File: config.mk
export PLATFORM = sky130hd
export DESIGN_NAME = magcmp_flags
export DESIGN_NICKNAME = d
export VERILOG_FILES = /design/src/rtl/magcmp_pkg.sv /design/src/rtl/magcmp_ones_detect.sv /design/src/rtl/magcmp_subtractor.sv /design/src/rtl/magcmp_flag_gen.sv /design/src/rtl/magcmp_flags.sv
export SDC_FILE = /design/constraint.sdc
export NUM_CORES = 1
export LEC_CHECK = 0
export BUFFER_PORTS_ARGS = -buffer_cell sky130_fd_sc_hd__buf_2
export CAP_MARGIN = 20
export CORE_UTILIZATION = 39
export DETAILED_ROUTE_END_ITERATION = 16
export GPL_TIMING_DRIVEN = 1
export PLACE_DENSITY = 0.94
export SLEW_MARGIN = 10
export SYNTH_ARGS = -nofsm -noshare
export SYNTH_HDL_FRONTEND = slang
export SYNTH_SLANG_ARGS = --single-unit
File: constraint.sdc
create_clock -name vclk -period 6.5
set_clock_uncertainty 0.05 [all_clocks]
set_input_delay 0.325 -clock vclk [all_inputs]
set_output_delay 0.325 -clock vclk [all_outputs]
set_load 0.01 [all_outputs]
File: src/rtl/magcmp_pkg.sv
// Package: shared types for the flag-based magnitude comparator.
// Assumes: nothing beyond two's-complement encoding of signed operands.
package magcmp_pkg;

    // Interpretation of the operands.
    typedef enum logic {
        CMP_UNSIGNED = 1'b0,
        CMP_SIGNED   = 1'b1
    } cmp_mode_e;

    // Condition flags of the subtraction A - B.
    typedef struct packed {
        logic c;
        logic z;
        logic n;
        logic v;
    } cmp_flags_t;

endpackage

File: src/rtl/magcmp_ones_detect.sv
// Module: wide all-ones detector built as a two-level AND tree.
// The vector is cut into groups of GROUP bits, and each group is ANDed.
// The group results are then ANDed together.
// Assumes: WIDTH >= 1; a final group may be shorter than GROUP.
module magcmp_ones_detect #(
    parameter int WIDTH = 16,
    parameter int GROUP = 4
) (
    input  logic [WIDTH-1:0] vec_i,
    output logic             all_ones_o
);
    localparam int NGRP = (WIDTH + GROUP - 1) / GROUP;

    logic [NGRP-1:0] grp_ones;

    for (genvar g = 0; g < NGRP; g++) begin : g_grp
        localparam int LO = g * GROUP;
        localparam int HI = ((g + 1) * GROUP > WIDTH) ? WIDTH - 1 : (g + 1) * GROUP - 1;
        // Per-group AND of its slice.
        assign grp_ones[g] = &vec_i[HI:LO];
    end

    // Second level: all groups must be all ones.
    assign all_ones_o = &grp_ones;

    // the tree result matches a direct reduction.
    always_comb begin
        a_r9_tree_matches : assert (all_ones_o == (vec_i == {WIDTH{1'b1}}))
            else $error("ones tree mismatch");
    end
endmodule

File: src/rtl/magcmp_subtractor.sv
// Module: ripple subtractor that forms A + ~B + 1.
// It uses one full adder per bit, and the carry-in of bit 0 is tied high.
// Assumes: unsigned or two's-complement operands of equal width.
module magcmp_subtractor #(
    parameter int WIDTH = 16
) (
    input  logic [WIDTH-1:0] opa_i,
    input  logic [WIDTH-1:0] opb_i,
    output logic [WIDTH-1:0] diff_o,
    output logic             carry_o
);
    logic [WIDTH-1:0] opb_inv;
    logic [WIDTH:0]   cy;

    // Invert the subtrahend.
    assign opb_inv = ~opb_i;
    // The carry-in is held at one to complete the two's complement.
    assign cy[0]   = 1'b1;

    for (genvar i = 0; i < WIDTH; i++) begin : g_fa
        logic prop;
        // Full adder cell: propagate, sum and majority carry.
        assign prop      = opa_i[i] ^ opb_inv[i];
        assign diff_o[i] = prop ^ cy[i];
        assign cy[i+1]   = (opa_i[i] & opb_inv[i]) | (prop & cy[i]);
    end

    assign carry_o = cy[WIDTH];

    // the ripple chain yields A - B and the unsigned no-borrow carry.
    always_comb begin
        a_r1_diff_value : assert (diff_o == WIDTH'(opa_i - opb_i))
            else $error("difference mismatch");
        a_r1_carry_no_borrow : assert (carry_o == (opa_i >= opb_i))
            else $error("carry mismatch");
    end
endmodule

File: src/rtl/magcmp_flag_gen.sv
// Module: derives the C/Z/N/V flags from the difference and the operand signs.
// Assumes: diff_i is A - B and carry_i is the carry out of A + ~B + 1.
module magcmp_flag_gen
    import magcmp_pkg::*;
#(
    parameter int WIDTH = 16
) (
    input  logic [WIDTH-1:0] diff_i,
    input  logic             carry_i,
    input  logic             sign_a_i,
    input  logic             sign_b_i,
    output cmp_flags_t       flags_o
);
    localparam int MSB = WIDTH - 1;

    logic diff_zero;

    // The zero flag uses the shared detector on the inverted difference.
    magcmp_ones_detect #(.WIDTH(WIDTH), .GROUP(4)) u_zero_det (
        .vec_i      (~diff_i),
        .all_ones_o (diff_zero)
    );

    // Assemble the flags.
    always_comb begin
        flags_o.c = carry_i;
        flags_o.z = diff_zero;
        flags_o.n = diff_i[MSB];
        flags_o.v = (sign_a_i ^ sign_b_i) & (diff_i[MSB] ^ sign_a_i);
    end

    // the flags agree with the value of the difference.
    always_comb begin
        a_r2_zero_flag : assert (flags_o.z == (diff_i == '0))
            else $error("zero flag mismatch");
        a_r3_negative_flag : assert (flags_o.n == diff_i[MSB])
            else $error("negative flag mismatch");
        a_r4_no_overflow : assert (sign_a_i != sign_b_i || !flags_o.v)
            else $error("overflow with like signs");
    end
endmodule

File: src/rtl/magcmp_flags.sv
// Module (top): flag-based magnitude comparator.
// One subtraction produces C/Z/N/V.
// The less-than, equal and greater-than outputs come from those flags.
// A mode bit selects unsigned or signed ordering.
// The block also has all-ones and all-zeros detectors on A.
// An XNOR equality path cross-checks the zero flag.
// Assumes: purely combinational use, so outputs are valid once the inputs settle.
module magcmp_flags
    import magcmp_pkg::*;
#(
    parameter int WIDTH = 16
) (
    input  logic [WIDTH-1:0] opa_i,
    input  logic [WIDTH-1:0] opb_i,
    input  logic             mode_signed_i,
    output logic             flag_c_o,
    output logic             flag_z_o,
    output logic             flag_n_o,
    output logic             flag_v_o,
    output logic             lt_o,
    output logic             eq_o,
    output logic             gt_o,
    output logic             ones_a_o,
    output logic             zeros_a_o
);
    localparam int MSB = WIDTH - 1;

    logic [WIDTH-1:0] diff;
    logic             carry;
    cmp_flags_t       flags;
    cmp_mode_e        mode;
    logic             bits_equal;

    magcmp_subtractor #(.WIDTH(WIDTH)) u_sub (
        .opa_i   (opa_i),
        .opb_i   (opb_i),
        .diff_o  (diff),
        .carry_o (carry)
    );

    magcmp_flag_gen #(.WIDTH(WIDTH)) u_flags (
        .diff_i   (diff),
        .carry_i  (carry),
        .sign_a_i (opa_i[MSB]),
        .sign_b_i (opb_i[MSB]),
        .flags_o  (flags)
    );

    // Per-bit XNOR followed by an all-ones detect: the cross-check equality path.
    magcmp_ones_detect #(.WIDTH(WIDTH), .GROUP(4)) u_eq_det (
        .vec_i      (~(opa_i ^ opb_i)),
        .all_ones_o (bits_equal)
    );

    // Wide AND on A.
    magcmp_ones_detect #(.WIDTH(WIDTH), .GROUP(4)) u_ones_det (
        .vec_i      (opa_i),
        .all_ones_o (ones_a_o)
    );

    // Wide NOR on A (an AND of the inverted bits).
    magcmp_ones_detect #(.WIDTH(WIDTH), .GROUP(4)) u_zeros_det (
        .vec_i      (~opa_i),
        .all_ones_o (zeros_a_o)
    );

    // Decode the mode bit.
    assign mode = cmp_mode_e'(mode_signed_i);

    // Drive the flag ports.
    always_comb begin
        flag_c_o = flags.c;
        flag_z_o = flags.z;
        flag_n_o = flags.n;
        flag_v_o = flags.v;
    end

    // Relations, all taken from the flags.
    always_comb begin
        lt_o = (mode == CMP_SIGNED) ? (flags.n ^ flags.v) : ~flags.c;
        eq_o = flags.z;
        gt_o = ~lt_o & ~flags.z;
    end

    // Checks on the relations against native comparisons and the XNOR path.
    always_comb begin
        a_r5_unsigned_lt : assert (mode_signed_i || (lt_o == (opa_i < opb_i)))
            else $error("unsigned lt mismatch");
        a_r6_signed_lt : assert (!mode_signed_i || (lt_o == ($signed(opa_i) < $signed(opb_i))))
            else $error("signed lt mismatch");
        a_r7_eq_paths_agree : assert (eq_o == bits_equal)
            else $error("zero flag and xnor equality disagree");
        a_r8_one_relation : assert ($onehot({lt_o, eq_o, gt_o}))
            else $error("relations not one-hot");
        a_r10_zeros_detect : assert (zeros_a_o == (opa_i == '0))
            else $error("zeros detect mismatch");
    end
endmodule

# == After elaboration in Yosys (flattened, before gate mapping) ==
# Cells that the tools add are included.
# classes
addsub,0
multipliers,0
div_mod_pow,0
magnitude_cmp,0
n_eq_ne,0
n_shift,0
n_mux,1
bitwise,90
reduce_logical,3
# op_table
op,count
$not 16->16,3
$reduce_and 16->1,3
$xor 1x1->1,34
$and 1x1->1,33
$or 1x1->1,16
$not 1->1,4
$mux 1,1
# totals
regBits,0
latch_bits,0
mem_bits_rw,0
mem_bits_ro,0
input_bits,33
output_inout_bits,9
elab_cells,94
memories,0

# == Longest topological paths before layout ==
# Gate-level depths: netlist of the first run.
# depth
word_depth,38
mapped_depth,21
depth_no_buf,21

# == Modules after synthesis ==
# A second synthesis of the first run with hierarchy kept.
# hier_totals
hier_cells,107
area_unflattened_um2,750.7
# by_module_without_submodules
mod,n_inst,cells_each,area_each_um2,seq_area_each_um2
magcmp_subtractor,1,48,432.9,0.0
magcmp_ones_detect,3,5,37.5,0.0
magcmp_flags,1,22,106.4,0.0
magcmp_flag_gen,1,22,98.8,0.0

# == Worst setup path after synthesis of the first run ==
# OpenSTA, ideal clock, no wires.
# synth_timing
path_type,input to output
startpoint,input opb_i[1]
endpoint,output flag_z_o
arrival_time_ps,6934
required_ps,6125
path_slack_ps,-809
path_stages,20
path_buffers,1
cell_sequence,inv_1 > ha_1 > a21oi_1 > fa_1 > fa_1 > fa_1 > fa_1 > fa_1 > fa_1 > fa_1 > fa_1 > fa_1 > fa_1 > fa_1 > fa_1 > fa_1 > fa_1 > nand4_1 > nor4_2 > buf_4
# synth_via
elab_chain_len,33
elab_cells_between_ends,48
classes_between,47 x bitwise; 1 x reduce/logical
# synth_rtl
item,line_no,text
start: declaration,magcmp_flags.sv:14,"input logic [WIDTH-1:0] opb_i,"
$not 16->16 (*),magcmp_subtractor.sv:16,assign opb_inv = ~opb_i;
$xor 1x1->1,magcmp_subtractor.sv:23,assign prop = opa_i[i] ^ opb_inv[i];
$and 1x1->1,magcmp_subtractor.sv:25,assign cy[i+1] = (opa_i[i] & opb_inv[i]) | (prop & cy[i]);
$or 1x1->1,magcmp_subtractor.sv:25,
$and 1x1->1,magcmp_subtractor.sv:25,
$or 1x1->1,magcmp_subtractor.sv:25,
$and 1x1->1,magcmp_subtractor.sv:25,
$or 1x1->1,magcmp_subtractor.sv:25,
[17 not listed],--,
$or 1x1->1,magcmp_subtractor.sv:25,
$and 1x1->1,magcmp_subtractor.sv:25,
$or 1x1->1,magcmp_subtractor.sv:25,
$and 1x1->1,magcmp_subtractor.sv:25,
$or 1x1->1,magcmp_subtractor.sv:25,
$xor 1x1->1,magcmp_subtractor.sv:24,assign diff_o[i] = prop ^ cy[i];
$not 16->16 (*),magcmp_flag_gen.sv:20,".vec_i (~diff_i),"
$reduce_and 16->1 (*),magcmp_ones_detect.sv:24,assign all_ones_o = &grp_ones;
end: declaration,magcmp_flags.sv:17,"output logic flag_z_o,"
# Mark *: on every way between the ends. The rest lies on a longest branch, timed or not.

# == Final worst setup path of the first run ==
# layout_timing
startpoint,input opb_i[1]
endpoint,output gt_o
# layout_via
elab_chain_len,37
elab_cells_between_ends,58
classes_between,1 x mux; 56 x bitwise; 1 x reduce/logical
# layout_rtl
item,line_no,text
$not 16->16 (*),magcmp_subtractor.sv:16,
$xor 1x1->1,magcmp_subtractor.sv:23,
$and 1x1->1,magcmp_subtractor.sv:25,
$or 1x1->1,magcmp_subtractor.sv:25,
$and 1x1->1,magcmp_subtractor.sv:25,
$or 1x1->1,magcmp_subtractor.sv:25,
$and 1x1->1,magcmp_subtractor.sv:25,
$or 1x1->1,magcmp_subtractor.sv:25,
[21 not listed],--,
$or 1x1->1,magcmp_subtractor.sv:25,
$xor 1x1->1,magcmp_subtractor.sv:24,
$xor 1x1->1,magcmp_flag_gen.sv:29,flags_o.v = (sign_a_i ^ sign_b_i) & (diff_i[MSB] ^ sign_a_i);
$and 1x1->1,magcmp_flag_gen.sv:29,
$xor 1x1->1,magcmp_flags.sv:80,lt_o = (mode == CMP_SIGNED) ? (flags.n ^ flags.v) : ~flags.c;
$mux 1,magcmp_flags.sv:80,
$not 1->1,magcmp_flags.sv:82,gt_o = ~lt_o & ~flags.z;
$and 1x1->1 (*),magcmp_flags.sv:82,
end: declaration,magcmp_flags.sv:22,"output logic gt_o,"
# Marked as above.

==> results_dict.tcl, run 1 <==
set metrics [dict create \
    drtAntennaViolNets 0 \
    yosysWarnings 0 \
    drive_gt1_share_pct 68.5 \
    grt_pass1_vias 588 \
    synth_nets 111 \
    end_kind "output pin" \
    p_leak_nw 0.479 \
    violations "setup timing" \
    drt_iter0_drc 8 \
    power.switching_mw 0.0396 \
    ys_seq_area_share_pct 0 \
    clockBufferCount 0 \
    outcome "finished, violations left" \
    critical_path_class "in -> out" \
    grtUsageTotal_pct 24.1 \
    area_growth_pct 71.3 \
    wirelength_mm 1.76 \
    finalSetupViolCount 6 \
    p_seq_share_pct 0 \
    grt_remaining_overflow 0 \
    tightest_slew_ns 0.287 \
    core_um2 1320 \
    dr.pass1.iters 3 \
    p_sw_share_pct 50.1 \
    power_mw 0.0790 \
    grt_pass1_wl_mm 2.45 \
    slew_headroom_pct 80.7 \
    drc 0 \
    ctsHoldBuffers 0 \
    worstSetupStartpointType "primary input" \
    min_path_type "in -> out" \
    wire_per_inst_um 14.3 \
    crit_required_ns 6.12 \
    slew_violations 0 \
    grt_max_degree 7 \
    fin_crit_sh_pct 106 \
    vias 613 \
    hpwl_mm 1.54 \
    max_cap_violations 0 \
    crit_fanout 3 \
    area.sequential_um2 0 \
    setup_ws_ns -0.358 \
    ys_types 13 \
    ir_drop_mv 0.0420 \
    fillCellCount 101 \
    fin_area_um2 947 \
    final_nets 161 \
    die_w_um 39.7 \
    clock.fmax_ghz 0.146 \
    synth_area_leaders "fa_1 54%, inv_1 14%, nand4_1 9.0%" \
    yosysTopAreaCell "fa_1" \
    initial_utilization_pct 42.0 \
    final_core_util_pct 71.9 \
    place_area_um2 872 \
    fin_crit_ns 6.86 \
    critPathArrivalTime_ns 6.48 \
    via_per_inst 4.98 \
    clkPwrFrac_pct 0 \
    die_area_um2 1570 \
    power.internal_mw 0.0395 \
    final_common_cell "buf_2" \
    gp_congestion 0.885 \
    rsz0062_at_grt "true" \
    power_frac_comb_pct 100.0 \
    synth_area_um2 553 \
    io_buffers 42 \
    p_per_area_nw_per_um2 83.4 \
    rows 13 \
    avgSynthCellArea_um2 9.22 \
    antennaDiodeCount 0 \
    multi_input_area_um2 557 \
    netlist.area_leader.share_pct 54.3 \
    antenna_found_initial 0 \
    fp.dieH_um 39.7 \
    synthCells 60 \
    layout_common_cells "39 x buf_2, 17 x inv_1, 14 x fa_2" \
    hold_viol 0 \
    seq_cells 0 \
    pin_count 42 \
]
routing by layer:
metal,vias to the layer above,GRT usage (%),share of wire [%]
met5,-,0,0
met4,0,5.17,2.9
met3,6,1.14,2.9
met2,18,51.6,60
met1,299,24.2,34
li1,290,-,-
cell families after synthesis:
family / share of synthesized area (%)
AOI/OAI and AO/OA: 1.81
adders and majority gates: 61.1
and+or+nand+nor: 20.6
buffers and inverters: 14.9
xor gates and xnor gates: 1.58
through the flow:
| stage | hold slack [ns] | instances | setup TNS, ns | setup WS [ns] |
|---|---|---|---|---|
| after detailed placement | 0.940 | 120 | -1.90 | -0.410 |
| after global routing | 0.934 | 123 | -2.41 | -0.493 |
| final | 0.908 | 123 | -1.61 | -0.358 |
| after CTS | 0.899 | 122 | -1.50 | -0.347 |
| after global placement | 0.936 | 120 | -0.840 | -0.237 |
| after floorplan | 0.709 | 60 | -0.121 | -0.110 |
synthesized netlist by cell type (all sizes together):
cell type  number
inv            20
fa             15
nand4           8
nor4            6
ha              3
nor2            2
a21oi           1
and4            1
buf             1
nand2           1
o21ai           1
xor2            1
final cells by class:
class / count / share of cell area, %
Multi-Input combinational cell: 39 / 58.8
Inverter: 20 / 8.72
Tap cell: 15 / 1.98
Timing Repair Buffer: 49 / 30.5
worst paths after layout:
check	start	endpoint	slack [ns]	depth (start not counted)
worst min-delay path	mode_signed_i	lt_o	0.91	3
worst max-delay path	opb_i[1]	gt_o	-0.36	22
critical path, stage by stage:
cell and delay [ns]:
buf_8 0.08, inv_8 0.02, ha_4 0.26, a21oi_4 0.05, fa_2 0.34, fa_2 0.36
fa_2 0.36, fa_2 0.35, fa_2 0.34, fa_2 0.35, fa_2 0.36, fa_2 0.35
fa_2 0.36, fa_2 0.35, fa_2 0.36, fa_2 0.36, fa_2 0.39, fa_1 0.54
nand4_1 0.12, nor4_4 0.23, nor2_2 0.06, buf_2 0.14
power by group through the flow:
stage	clock [mW]	combinational, mW	sequential, mW
2_1_floorplan	0	0.0351	0
3_3_place_gp	0	0.0631	0
4_1_cts	0	0.0752	0
3_5_place_dp	0	0.0700	0
5_1_grt	0	0.0867	0
6_report	0	0.0790	0
repair_timing:
item                                   4_1_cts  5_1_grt
setup buffers                                2        1
cloned                                       0        0
resized for setup                           11        5
setup endpoints to repair                    6        7
pin swaps                                    1        0
endpoints found under the hold margin        0        0
Note: power is estimated with default switching activity, not from simulation.
==> run 2, diff against run 1 <==
--- a/config.mk
+++ b/config.mk
@@ -7,6 +7,7 @@
 export LEC_CHECK = 0
 export BUFFER_PORTS_ARGS = -buffer_cell sky130_fd_sc_hd__buf_2
 export CAP_MARGIN = 20
+export CORE_MARGIN = 3
 export CORE_UTILIZATION = 39
 export DETAILED_ROUTE_END_ITERATION = 16
 export GPL_TIMING_DRIVEN = 1
==> results_dict.tcl, run 2 (synthesis gave the netlist of run 1 again) <==
set metrics [dict create \
    power_mw 0.0778 \
    slowest_stage "fa_1" \
    setup_ws_ns -0.357 \
    p_seq_share_pct 0 \
    initial_utilization_pct 45.5 \
    area_growth_pct 73.1 \
    wirelength_mm 1.86 \
    grt_pass1_wl_mm 3.02 \
    rows 12 \
    core_um2 1220 \
    grt_pass1_vias 700 \
    vias 628 \
    fin_crit_ns 6.86 \
    drt_iter0_drc 12 \
    p_sw_share_pct 49.1 \
    worstSetupStartpointType "primary input" \
    p_leak_nw 0.489 \
    via_per_inst 5.06 \
    io_buffers 42 \
    slew_headroom_pct 78.5 \
    crit_fanout 3 \
    violations "setup timing" \
    drive_gt1_share_pct 68.2 \
    dr.pass1.iters 4 \
    final_nets 163 \
    crit_required_ns 6.12 \
    end_kind "output pin" \
    outcome "finished, violations left" \
    min_path_type "in -> out" \
    critical_path_class "in -> out" \
    max_stage_delay_ns 0.54 \
    grt_remaining_overflow 0 \
    drc 0 \
    layout_common_cells "39 x buf_2, 17 x inv_1, 14 x fa_2" \
    grt_max_degree 7 \
    ctsHoldBuffers 0 \
    rsz0062_at_grt "true" \
    antenna_found_initial 0 \
    cp_cell_sequence "buf_8 > inv_8 > ha_4 > a21oi_4 > fa_2 > fa_2 > fa_2 > fa_2 > fa_2 > fa_2 > fa_2 > fa_2 > fa_2 > fa_2 > fa_2 > fa_2 > fa_2 > fa_1 > nand4_1 > nor4_4 > buf_2" \
    clkPwrFrac_pct 0 \
    p_per_area_nw_per_um2 81.3 \
    pin_count 42 \
    gp_congestion 0.875 \
    clock.fmax_ghz 0.146 \
    cpMostUsedCell "fa_2" \
    post-place-ws_ns -0.357 \
    fin_crit_sh_pct 105 \
    hold_viol 0 \
    fp.dieH_um 43.7 \
    power.switching_mw 0.0382 \
    area.sequential_um2 0 \
    clockBufferCount 0 \
    max_cap_violations 0 \
    ir_drop_mv 0.0403 \
    critPathArrivalTime_ns 6.48 \
    hpwl_mm 1.61 \
    slew_violations 0 \
    seq_cells 0 \
    power_frac_comb_pct 100.0 \
    die_area_um2 1910 \
    tightest_slew_ns 0.319 \
    drtAntennaViolNets 0 \
    finalSetupViolCount 6 \
    antennaDiodeCount 0 \
    power.internal_mw 0.0396 \
    die_w_um 43.7 \
    final_common_cell "buf_2" \
    grtUsageTotal_pct 20.5 \
    wire_per_inst_um 15.0 \
]
==> run 2: path summary, 6_finish.rpt <==
path | cells after the start | slack [ns] | startpoint | to
setup / recovery | 21 | -0.36 | opb_i[1] | eq_o
hold / removal | 3 | 0.91 | mode_signed_i | lt_o
==> run 2: area by class of cell <==
cell class	count	area, um^2
Multi-Input combinational cell	39	549
Timing Repair Buffer	51	308
Fill cell	85	259
Inverter	20	82.6
Tap cell	14	17.5
==> run 2: power by group through the flow <==
stage | sequential (mW) | combinational [mW] | clock [mW]
global placement | 0 | 0.0632 | 0
global route | 0 | 0.0859 | 0
finish | 0 | 0.0778 | 0
floorplan | 0 | 0.0351 | 0
CTS | 0 | 0.0738 | 0
detailed placement | 0 | 0.0686 | 0
==> run 2: repair_timing <==
action | CTS | global route
gates resized for setup | 12 | 5
endpoints found under the setup margin | 6 | 6
setup buffers | 3 | 2
pin swaps | 2 | 2
==> run 2: worst max-delay path, delay by kind of cell <==
kind / cells / cell delay (ns)
and+or+nand+nor: 2 / 0.40
adders and majority gates: 15 / 5.37
buffers and inverters: 3 / 0.31
AOI/OAI and AO/OA: 1 / 0.05
==> run 2: layer usage <==
| layer | part of all wire, % | global-route usage [%] |
|---|---|---|
| met1 | 39 | 25.5 |
| met2 | 58 | 41.0 |
| met3 | 2.8 | 0.415 |
| met4 | 0 | 0 |
| met5 | 0 | 0 |
==> run 2: per-stage QoR <==
step | hold WS [ns] | util, % | std cells | cell area, um^2 | TNS [ns]
after floorplan | 0.709 | - | 60 | 621 | -0.121
after global placement | 0.937 | 72.8 | 121 | 886 | -0.741
after detailed placement | 0.958 | 72.8 | 121 | 886 | -1.42
after CTS | 0.902 | 77.0 | 123 | 936 | -1.20
after global routing | 0.920 | 78.7 | 124 | 957 | -2.18
final | 0.905 | 78.7 | 124 | 957 | -1.48
